<file path="config.mk">
export PLATFORM = sky130hd
export DESIGN_NAME = iic_bit_master
export DESIGN_NICKNAME = d
export VERILOG_FILES = /design/src/rtl/iic_bit_pkg.sv /design/src/rtl/iic_phase_timer.sv /design/src/rtl/iic_step_ctrl.sv /design/src/rtl/iic_line_drv.sv /design/src/rtl/iic_rx_capture.sv /design/src/rtl/iic_bit_master.sv
export SDC_FILE = /design/constraint.sdc
export NUM_CORES = 1
export LEC_CHECK = 0
export BUFFER_PORTS_ARGS = -buffer_cell sky130_fd_sc_hd__buf_4
export CAP_MARGIN = 20
export CORE_MARGIN = 2
export CORE_UTILIZATION = 40
export CTS_BUF_LIST = sky130_fd_sc_hd__clkbuf_4
export DETAILED_ROUTE_END_ITERATION = 8
export PLACE_DENSITY = 0.66
export SETUP_SLACK_MARGIN = 0.1
export SYNTH_ARGS = -nofsm -noshare
export SYNTH_HDL_FRONTEND = slang
export SYNTH_SLANG_ARGS = --single-unit
</file>
<file path="constraint.sdc">
create_clock -name clk -period 2.46 [get_ports clk]
set_input_delay 0.246 -clock clk [delete_from_list [all_inputs] [get_ports clk]]
set_output_delay 0.246 -clock clk [all_outputs]
set_load 0.02 [all_outputs]
</file>
<file path="src/rtl/iic_bit_pkg.sv">
package iic_bit_pkg;

  localparam int BYTE_W     = 8;
  localparam int RCV_PULSES = 9;
  localparam int MAX_SLOTS  = (RCV_PULSES + 1 > BYTE_W + 1) ? RCV_PULSES + 1 : BYTE_W + 1;
  localparam int SLOT_W     = $clog2(MAX_SLOTS + 1);
  localparam int OP_W       = 3;

  typedef enum logic [OP_W-1:0] {
    OP_START   = 3'd0,
    OP_STOP    = 3'd1,
    OP_WRITE   = 3'd2,
    OP_READ    = 3'd3,
    OP_RECOVER = 3'd4
  } iic_op_e;

  typedef enum logic [1:0] {
    SK_START,
    SK_STOP,
    SK_BIT
  } slot_kind_e;

  // Line update applied when a phase is entered
  typedef struct packed {
    logic scl_rel;
    logic sda_set;
    logic sda_val;
  } line_cmd_t;

  function automatic logic op_known(input logic [OP_W-1:0] code);
    return code <= OP_W'(OP_RECOVER);
  endfunction

  function automatic int slot_count(input iic_op_e op);
    case (op)
      OP_WRITE, OP_READ: return BYTE_W + 1;
      OP_RECOVER:        return RCV_PULSES + 1;
      default:           return 1;
    endcase
  endfunction

  function automatic slot_kind_e slot_kind(input iic_op_e op, input logic [SLOT_W-1:0] slot);
    case (op)
      OP_START:   return SK_START;
      OP_STOP:    return SK_STOP;
      OP_RECOVER: return (int'(slot) == RCV_PULSES) ? SK_STOP : SK_BIT;
      default:    return SK_BIT;
    endcase
  endfunction

  function automatic int phase_count(input slot_kind_e kind);
    return (kind == SK_BIT) ? 3 : 4;
  endfunction

  // SDA level (1 = released) for a data slot
  function automatic logic bit_level(input iic_op_e op, input logic [SLOT_W-1:0] slot,
                                     input logic [BYTE_W-1:0] wb, input logic nack);
    case (op)
      OP_WRITE: return (int'(slot) < BYTE_W) ? wb[BYTE_W-1-int'(slot)] : 1'b1;
      OP_READ:  return (int'(slot) < BYTE_W) ? 1'b1 : nack;
      default:  return 1'b1;
    endcase
  endfunction

  function automatic line_cmd_t line_at(input iic_op_e op, input logic [SLOT_W-1:0] slot,
                                        input logic [1:0] ph, input logic [BYTE_W-1:0] wb,
                                        input logic nack);
    line_cmd_t  r;
    slot_kind_e k;
    k         = slot_kind(op, slot);
    r.scl_rel = ph[1];
    r.sda_set = ph[0];
    case (k)
      SK_START: r.sda_val = (ph == 2'd1);
      SK_STOP:  r.sda_val = (ph == 2'd3);
      default:  r.sda_val = bit_level(op, slot, wb, nack);
    endcase
    return r;
  endfunction

endpackage

</file>
<file path="src/rtl/iic_phase_timer.sv">
module iic_phase_timer #(
  parameter int DIV_W = 8
) (
  input  logic             clk,
  input  logic             rst_n,
  input  logic [DIV_W-1:0] half_div,
  input  logic             run,
  output logic             expire
);
  logic [DIV_W-1:0] cnt_q;
  logic [DIV_W-1:0] lim;

  assign lim    = (half_div == '0) ? '0 : half_div - DIV_W'(1);
  assign expire = run && (cnt_q == lim);

  always_ff @(posedge clk or negedge rst_n) begin
    if (!rst_n)              cnt_q <= '0;
    else if (!run || expire) cnt_q <= '0;
    else                     cnt_q <= cnt_q + DIV_W'(1);
  end

  a_r9_phase_count_bound: assert property (@(posedge clk) disable iff (!rst_n)
    run |-> (cnt_q <= lim));

endmodule

</file>
<file path="src/rtl/iic_step_ctrl.sv">
module iic_step_ctrl
  import iic_bit_pkg::*;
(
  input  logic                clk,
  input  logic                rst_n,
  input  logic                accept,
  input  logic [OP_W-1:0]     cmd_op,
  input  logic                expire,
  output logic                busy,
  output logic                done,
  output iic_op_e             op_q,
  output logic [1:0]          phase_q,
  output logic                load,
  output iic_op_e             ld_op,
  output logic [SLOT_W-1:0]   ld_slot,
  output logic [1:0]          ld_phase,
  output logic                sample_bit,
  output logic                sample_ack
);
  logic [SLOT_W-1:0] slot_q;
  logic              last_phase, last_slot, finish, known;

  assign known      = op_known(cmd_op);
  assign last_phase = int'(phase_q) == phase_count(slot_kind(op_q, slot_q)) - 1;
  assign last_slot  = int'(slot_q) == slot_count(op_q) - 1;
  assign finish     = expire && last_phase && last_slot;

  assign load     = (accept && known) || (expire && !finish);
  assign ld_op    = accept ? iic_op_e'(cmd_op) : op_q;
  assign ld_slot  = accept ? '0 : (last_phase ? slot_q + SLOT_W'(1) : slot_q);
  assign ld_phase = (accept || last_phase) ? 2'd0 : phase_q + 2'd1;

  assign sample_bit = busy && (op_q == OP_READ) && (int'(slot_q) < BYTE_W) && (phase_q == 2'd2);
  assign sample_ack = busy && ((op_q == OP_READ) || (op_q == OP_WRITE)) &&
                      (int'(slot_q) == BYTE_W) && (phase_q == 2'd2);

  always_ff @(posedge clk or negedge rst_n) begin
    if (!rst_n) begin
      busy    <= 1'b0;
      done    <= 1'b0;
      op_q    <= OP_STOP;
      slot_q  <= '0;
      phase_q <= 2'd0;
    end else begin
      done <= 1'b0;
      if (accept) begin
        if (known) begin
          busy    <= 1'b1;
          op_q    <= iic_op_e'(cmd_op);
          slot_q  <= '0;
          phase_q <= 2'd0;
        end else begin
          done <= 1'b1;
        end
      end else if (expire) begin
        if (finish) begin
          busy <= 1'b0;
          done <= 1'b1;
        end else begin
          slot_q  <= ld_slot;
          phase_q <= ld_phase;
        end
      end
    end
  end

  a_r10_done_one_cycle: assert property (@(posedge clk) disable iff (!rst_n)
    done |=> !done);

  a_r10_done_when_idle: assert property (@(posedge clk) disable iff (!rst_n)
    done |-> !busy);

endmodule

</file>
<file path="src/rtl/iic_line_drv.sv">
module iic_line_drv
  import iic_bit_pkg::*;
(
  input  logic              clk,
  input  logic              rst_n,
  input  logic              accept,
  input  logic [BYTE_W-1:0] cmd_wdata,
  input  logic              cmd_nack,
  input  logic              load,
  input  iic_op_e           ld_op,
  input  logic [SLOT_W-1:0] ld_slot,
  input  logic [1:0]        ld_phase,
  output logic              scl_rel,
  output logic              sda_rel
);
  logic [BYTE_W-1:0] wb_q;
  logic              nack_q;
  line_cmd_t         nxt;

  assign nxt = line_at(ld_op, ld_slot, ld_phase, wb_q, nack_q);

  always_ff @(posedge clk or negedge rst_n) begin
    if (!rst_n) begin
      wb_q    <= '0;
      nack_q  <= 1'b1;
      scl_rel <= 1'b1;
      sda_rel <= 1'b1;
    end else begin
      if (accept) begin
        wb_q   <= cmd_wdata;
        nack_q <= cmd_nack;
      end
      if (load) begin
        scl_rel <= nxt.scl_rel;
        if (nxt.sda_set) sda_rel <= nxt.sda_val;
      end
    end
  end

endmodule

</file>
<file path="src/rtl/iic_rx_capture.sv">
module iic_rx_capture
  import iic_bit_pkg::*;
(
  input  logic              clk,
  input  logic              rst_n,
  input  logic              expire,
  input  logic              sample_bit,
  input  logic              sample_ack,
  input  logic              sda_in,
  output logic [BYTE_W-1:0] rd_data,
  output logic              ack_bit
);
  always_ff @(posedge clk or negedge rst_n) begin
    if (!rst_n) begin
      rd_data <= '0;
      ack_bit <= 1'b1;
    end else if (expire) begin
      if (sample_bit) rd_data <= {rd_data[BYTE_W-2:0], sda_in};
      if (sample_ack) ack_bit <= sda_in;
    end
  end

  a_r5_one_sample_kind: assert property (@(posedge clk) disable iff (!rst_n)
    !(sample_bit && sample_ack));

endmodule

</file>
<file path="src/rtl/iic_bit_master.sv">
module iic_bit_master
  import iic_bit_pkg::*;
#(
  parameter int DIV_W = 8
) (
  input  logic              clk,
  input  logic              rst_n,
  input  logic [DIV_W-1:0]  half_div,
  input  logic              cmd_valid,
  output logic              cmd_ready,
  input  logic [OP_W-1:0]   cmd_op,
  input  logic [BYTE_W-1:0] cmd_wdata,
  input  logic              cmd_nack,
  output logic              done,
  output logic [BYTE_W-1:0] rd_data,
  output logic              ack_bit,
  output logic              scl_oe,
  output logic              sda_oe,
  input  logic              sda_in
);
  logic              busy, accept, expire, load, sample_bit, sample_ack;
  logic              scl_rel, sda_rel;
  logic [1:0]        phase_q, ld_phase;
  logic [SLOT_W-1:0] ld_slot;
  iic_op_e           op_q, ld_op;

  assign cmd_ready = !busy;
  assign accept    = cmd_valid && cmd_ready;
  assign scl_oe    = !scl_rel;
  assign sda_oe    = !sda_rel;

  iic_phase_timer #(.DIV_W(DIV_W)) timer_i (
    .clk(clk), .rst_n(rst_n), .half_div(half_div), .run(busy), .expire(expire)
  );

  iic_step_ctrl ctrl_i (
    .clk(clk), .rst_n(rst_n), .accept(accept), .cmd_op(cmd_op), .expire(expire),
    .busy(busy), .done(done), .op_q(op_q), .phase_q(phase_q), .load(load),
    .ld_op(ld_op), .ld_slot(ld_slot), .ld_phase(ld_phase),
    .sample_bit(sample_bit), .sample_ack(sample_ack)
  );

  iic_line_drv lines_i (
    .clk(clk), .rst_n(rst_n), .accept(accept), .cmd_wdata(cmd_wdata),
    .cmd_nack(cmd_nack), .load(load), .ld_op(ld_op), .ld_slot(ld_slot),
    .ld_phase(ld_phase), .scl_rel(scl_rel), .sda_rel(sda_rel)
  );

  iic_rx_capture rx_i (
    .clk(clk), .rst_n(rst_n), .expire(expire), .sample_bit(sample_bit),
    .sample_ack(sample_ack), .sda_in(sda_in), .rd_data(rd_data), .ack_bit(ack_bit)
  );

  a_r8_lines_not_together: assert property (@(posedge clk) disable iff (!rst_n)
    !$stable(scl_oe) |-> $stable(sda_oe));

  a_r8_sda_edge_only_start_stop: assert property (@(posedge clk) disable iff (!rst_n)
    (!$stable(sda_oe) && !scl_oe) |-> (busy && phase_q == 2'd3));

  a_r2_start_leaves_sda_low: assert property (@(posedge clk) disable iff (!rst_n)
    (done && op_q == OP_START) |-> (!scl_oe && sda_oe));

  a_r3_stop_leaves_released: assert property (@(posedge clk) disable iff (!rst_n)
    (done && (op_q == OP_STOP || op_q == OP_RECOVER)) |-> (!scl_oe && !sda_oe));

endmodule

</file>
==> summary.txt <==
Pwr
  • Power share of the sequential group: roughly 40%
  • PD cells: between 600 and 700 nW/µm²
  • Peak supply drop: roughly 0.00039 V
  • Power Internal: between 1 and 1.5 mW
  • Clk pwr share: between 10 and 15%
  • Switching Share: 39.7%
  • Logic gate share of total power: between 40 and 50%
  • Switching pwr: 0.960 mW
  • Leak pwr: around 1.6 nW

Drt
  • Antenna Violating Nets Remaining: 0
  • Met2 routed WL: 3.24 mm
  • Final WL: between 6 and 7 mm
  • Vias per inst: approximately 5.6
  • DR iter-0 viols: 68
  • DRC viols: 0
  • Top sig layer: met4
  • 1st-pass router iterations: 4
  • Met1 WL: roughly 3 mm
  • Met3 Routed Length: between 300 and 400 µm
  • Routed length per placed instance: 14.9 µm
  • Routed vias: about 2.5k

Die
  • Die Span X: between 80 and 90 µm
  • Starting Density: a little over 40%
  • Num ports: 37
  • FP Rows: 29
  • Area of the die: about 7100 µm²
  • Chip height: 84.2 µm
  • Core ar.: ~6300 µm²

Logic synthesis
  • Post-synth EDFFs: 0
  • Yosys cell types: 63
  • Cell area after synthesis: roughly 2600 µm²
  • Ys async rst share: 100%
  • #FFs+latches synth: 39
  • Syn_area_per_cell: approximately 8.9 µm²
  • Sequential cell area fraction in the yosys report: around two fifths
  • Synth Warn #: 0
  • Mapped Cells: 290
  • Primary FF master, synth: dfrtp_1
  • Post-Syn Nets: between 300 and 400

Critical path
  • Critical Path Fanout Max: 3
  • Data required time at the worst endpoint: 2750 ps
  • Kind of start point of the critical path: register
  • Critical path type: reg -> reg
  • CP max-delay cell: or4b_1
  • Critical path, cell by cell: inv_2 > ha_2 > and4bb_1 > or4b_1 > o211ai_1 > mux2i_1 > buf_4 > or4_4 > a22o_1 > a31oi_1
  • CP peak stage delay: about 430 ps
  • CP Capture Type: register
  • Worst path arrival time: 2840 ps

Global route
  • First-pass GRT wire length: approximately 11 mm
  • Largest net degree at the start of global routing: 40
  • Antenna violations before repair: 0
  • GRT Util Overall: 18.4%
  • Remaining Overflow, GRT: 0
  • Number of global-route vias before repair: 2387

Placement
  • Port buffer count: 36
  • Gpl congestion: 0.855
  • Place WS: -222 ps
  • Dpl hpwl: 4.80 mm

Timing
  • Final setup violation count: 1
  • Fin crit share: 104%
  • Final slew viol count: 0
  • Actual slew at the worst max-slew pin: just under 500 ps
  • Final worst setup slack: -87.7 ps
  • Max_slew headroom: between 60% and 70%
  • Clock Skew: about 9 ps
  • Tmin final: 2550 ps
  • RSZ-0062 raised after global routing: yes
  • Final count of hold timing violations: 0
  • Setup TNS: -87.7 ps
  • Max Clock Freq: 0.393 GHz

Flow run
  • Max-Cap Viols: 0

Final layout
  • Sequential cell area: just under 1000 µm²
  • Layout cells sized above 1: 36.4%
  • Ant diodes: 0
  • Fillers: between 500 and 600
  • Area Overhead vs Synth: 34.4%
  • Final #Nets: 394
  • Most common cell after layout, fill and taps aside: buf_4
  • Area of the multi-input gates: 1640 µm²
  • Most frequent cells in the layout: 73 x buf_4, 42 x nand2_1, 33 x dfrtp_1, 23 x nor2_1

CTS
  • CTS tree: yes
  • Worst skew pair latency: 360 ps
  • Sink Count: 39
  • Max clock buf depth: 2
  • Total clock buffers created by CTS: 5
  • Clock root buffer: clkbuf_4
  • Worst-path clk slew: roughly 120 ps
  • H-tree Lvls: 2

Hold path
  • Hold WC Path Type: in -> reg

Outcome
  • Status: complete, but fails checks
  • Failing checks: setup timing
cells in the mapped netlist (all sizes together) (5+ instances only):
master / count / area (µm²)
clkbuf: 9 / 33.8
and3: 5 / 32.5
a211oi: 5 / 37.5
o21ai: 9 / 45.0
dfrtp: 34 / 851
mux2: 12 / 135
nor3: 9 / 45.0
nand2: 43 / 161
nor2b: 5 / 31.3
inv: 12 / 45.0
nand3: 12 / 60.1
dfstp: 5 / 131
xnor2: 5 / 43.8
a21oi: 11 / 55.1
nor2: 23 / 86.3
ha: 6 / 75.1
xor2: 9 / 78.8
state kept, by name (all words and copies together) (netlist names):
signal	flops
ctrl_i.busy	1
ctrl_i.slot_q	4
timer_i.cnt_q	8
ctrl_i.done	1
ctrl_i.op_q	3
lines_i.sda_rel	1
lines_i.scl_rel	1
lines_i.wb_q	8
ctrl_i.phase_q	2
lines_i.nack_q	1
rx_i.rd_data	8
rx_i.ack_bit	1
cell type report:
class | count | share of cell area (%)
multi-input cells | 225 | 47.4
flip-flops and latches | 39 | 28.4
repair buffers | 80 | 18.4
well taps | 77 | 2.78
inverters | 13 | 1.41
clock buffers | 5 | 1.08
clock inverters | 3 | 0.434
path summary, 6_finish.rpt:
| kind | slack (ps) | end | from | cells after the start |
|---|---|---|---|---|
| setup reg to reg | -90 | lines_i.sda_rel | ctrl_i.slot_q[1] | 10 |
| setup / recovery | -90 | lines_i.sda_rel | ctrl_i.slot_q[1] | 10 |
| hold / removal | 70 | lines_i.wb_q[6] | cmd_wdata[6] | 3 |
| hold reg to reg | 480 | lines_i.nack_q | lines_i.nack_q | 2 |
| min in group asynchronous | 390 | rx_i.rd_data[6] | rst_n | 2 |
| max in group asynchronous | 1710 | timer_i.cnt_q[3] | rst_n | 2 |
logic make-up after synthesis:
| logic type | after synthesis | share of synthesized area, % |
|---|---|---|
| mux | 16 | 6.80 |
| fa+ha+maj | 6 | 2.92 |
| buf+inv | 26 | 4.28 |
| compound gates | 53 | 14.2 |
| xor+xnor | 14 | 4.76 |
| flops | 39 | 38.1 |
| simple gates | 136 | 28.9 |
critical path: cells and delay by family, from the launching register on:
kind	cells	cell delay, ps
flops	1	420
buf+inv	2	220
compound gates	3	490
mux	1	140
simple gates	3	1060
fa+ha+maj	1	150
what timing repair did:
item | in CTS | in global routing
hold endpoints to repair | 34 | 0
resized for setup | 7 | 28
pin swaps | 6 | 4
gates cloned | 0 | 0
setup buffers | 2 | 2
setup endpoints to repair | 8 | 18
hold buffers | 1 | 0
per-stage QoR:
step           power (mW)  hold slack [ps]  cells  cell area, µm²  util [%]
6_report             2.42             67.9    442            3460      55.1
5_1_grt              2.60             63.0    442            3460      55.1
4_1_cts              2.39             65.3    440            3320      52.9
3_5_place_dp         2.02              256    429            3220      51.3
3_3_place_gp         2.00              255    429            3220      51.3
2_1_floorplan        1.62            -49.6    290            2620         -
routing by layer:
layer / vias to the layer above / track usage, %
met5: - / 0
met4: 0 / 5.57
met3: 13 / 4.03
met2: 61 / 31.6
met1: 1202 / 23.1
li1: 1199 / -
power by group through the flow:
stage,combinational [mW],clock [mW],sequential [mW]
detailed placement,1.04,0,0.983
global placement,1.02,0,0.980
finish,1.12,0.325,0.975
global route,1.24,0.359,0.994
CTS,1.08,0.338,0.973
floorplan,0.699,0,0.920
No activity file was read; power rests on OpenSTA's default activity.
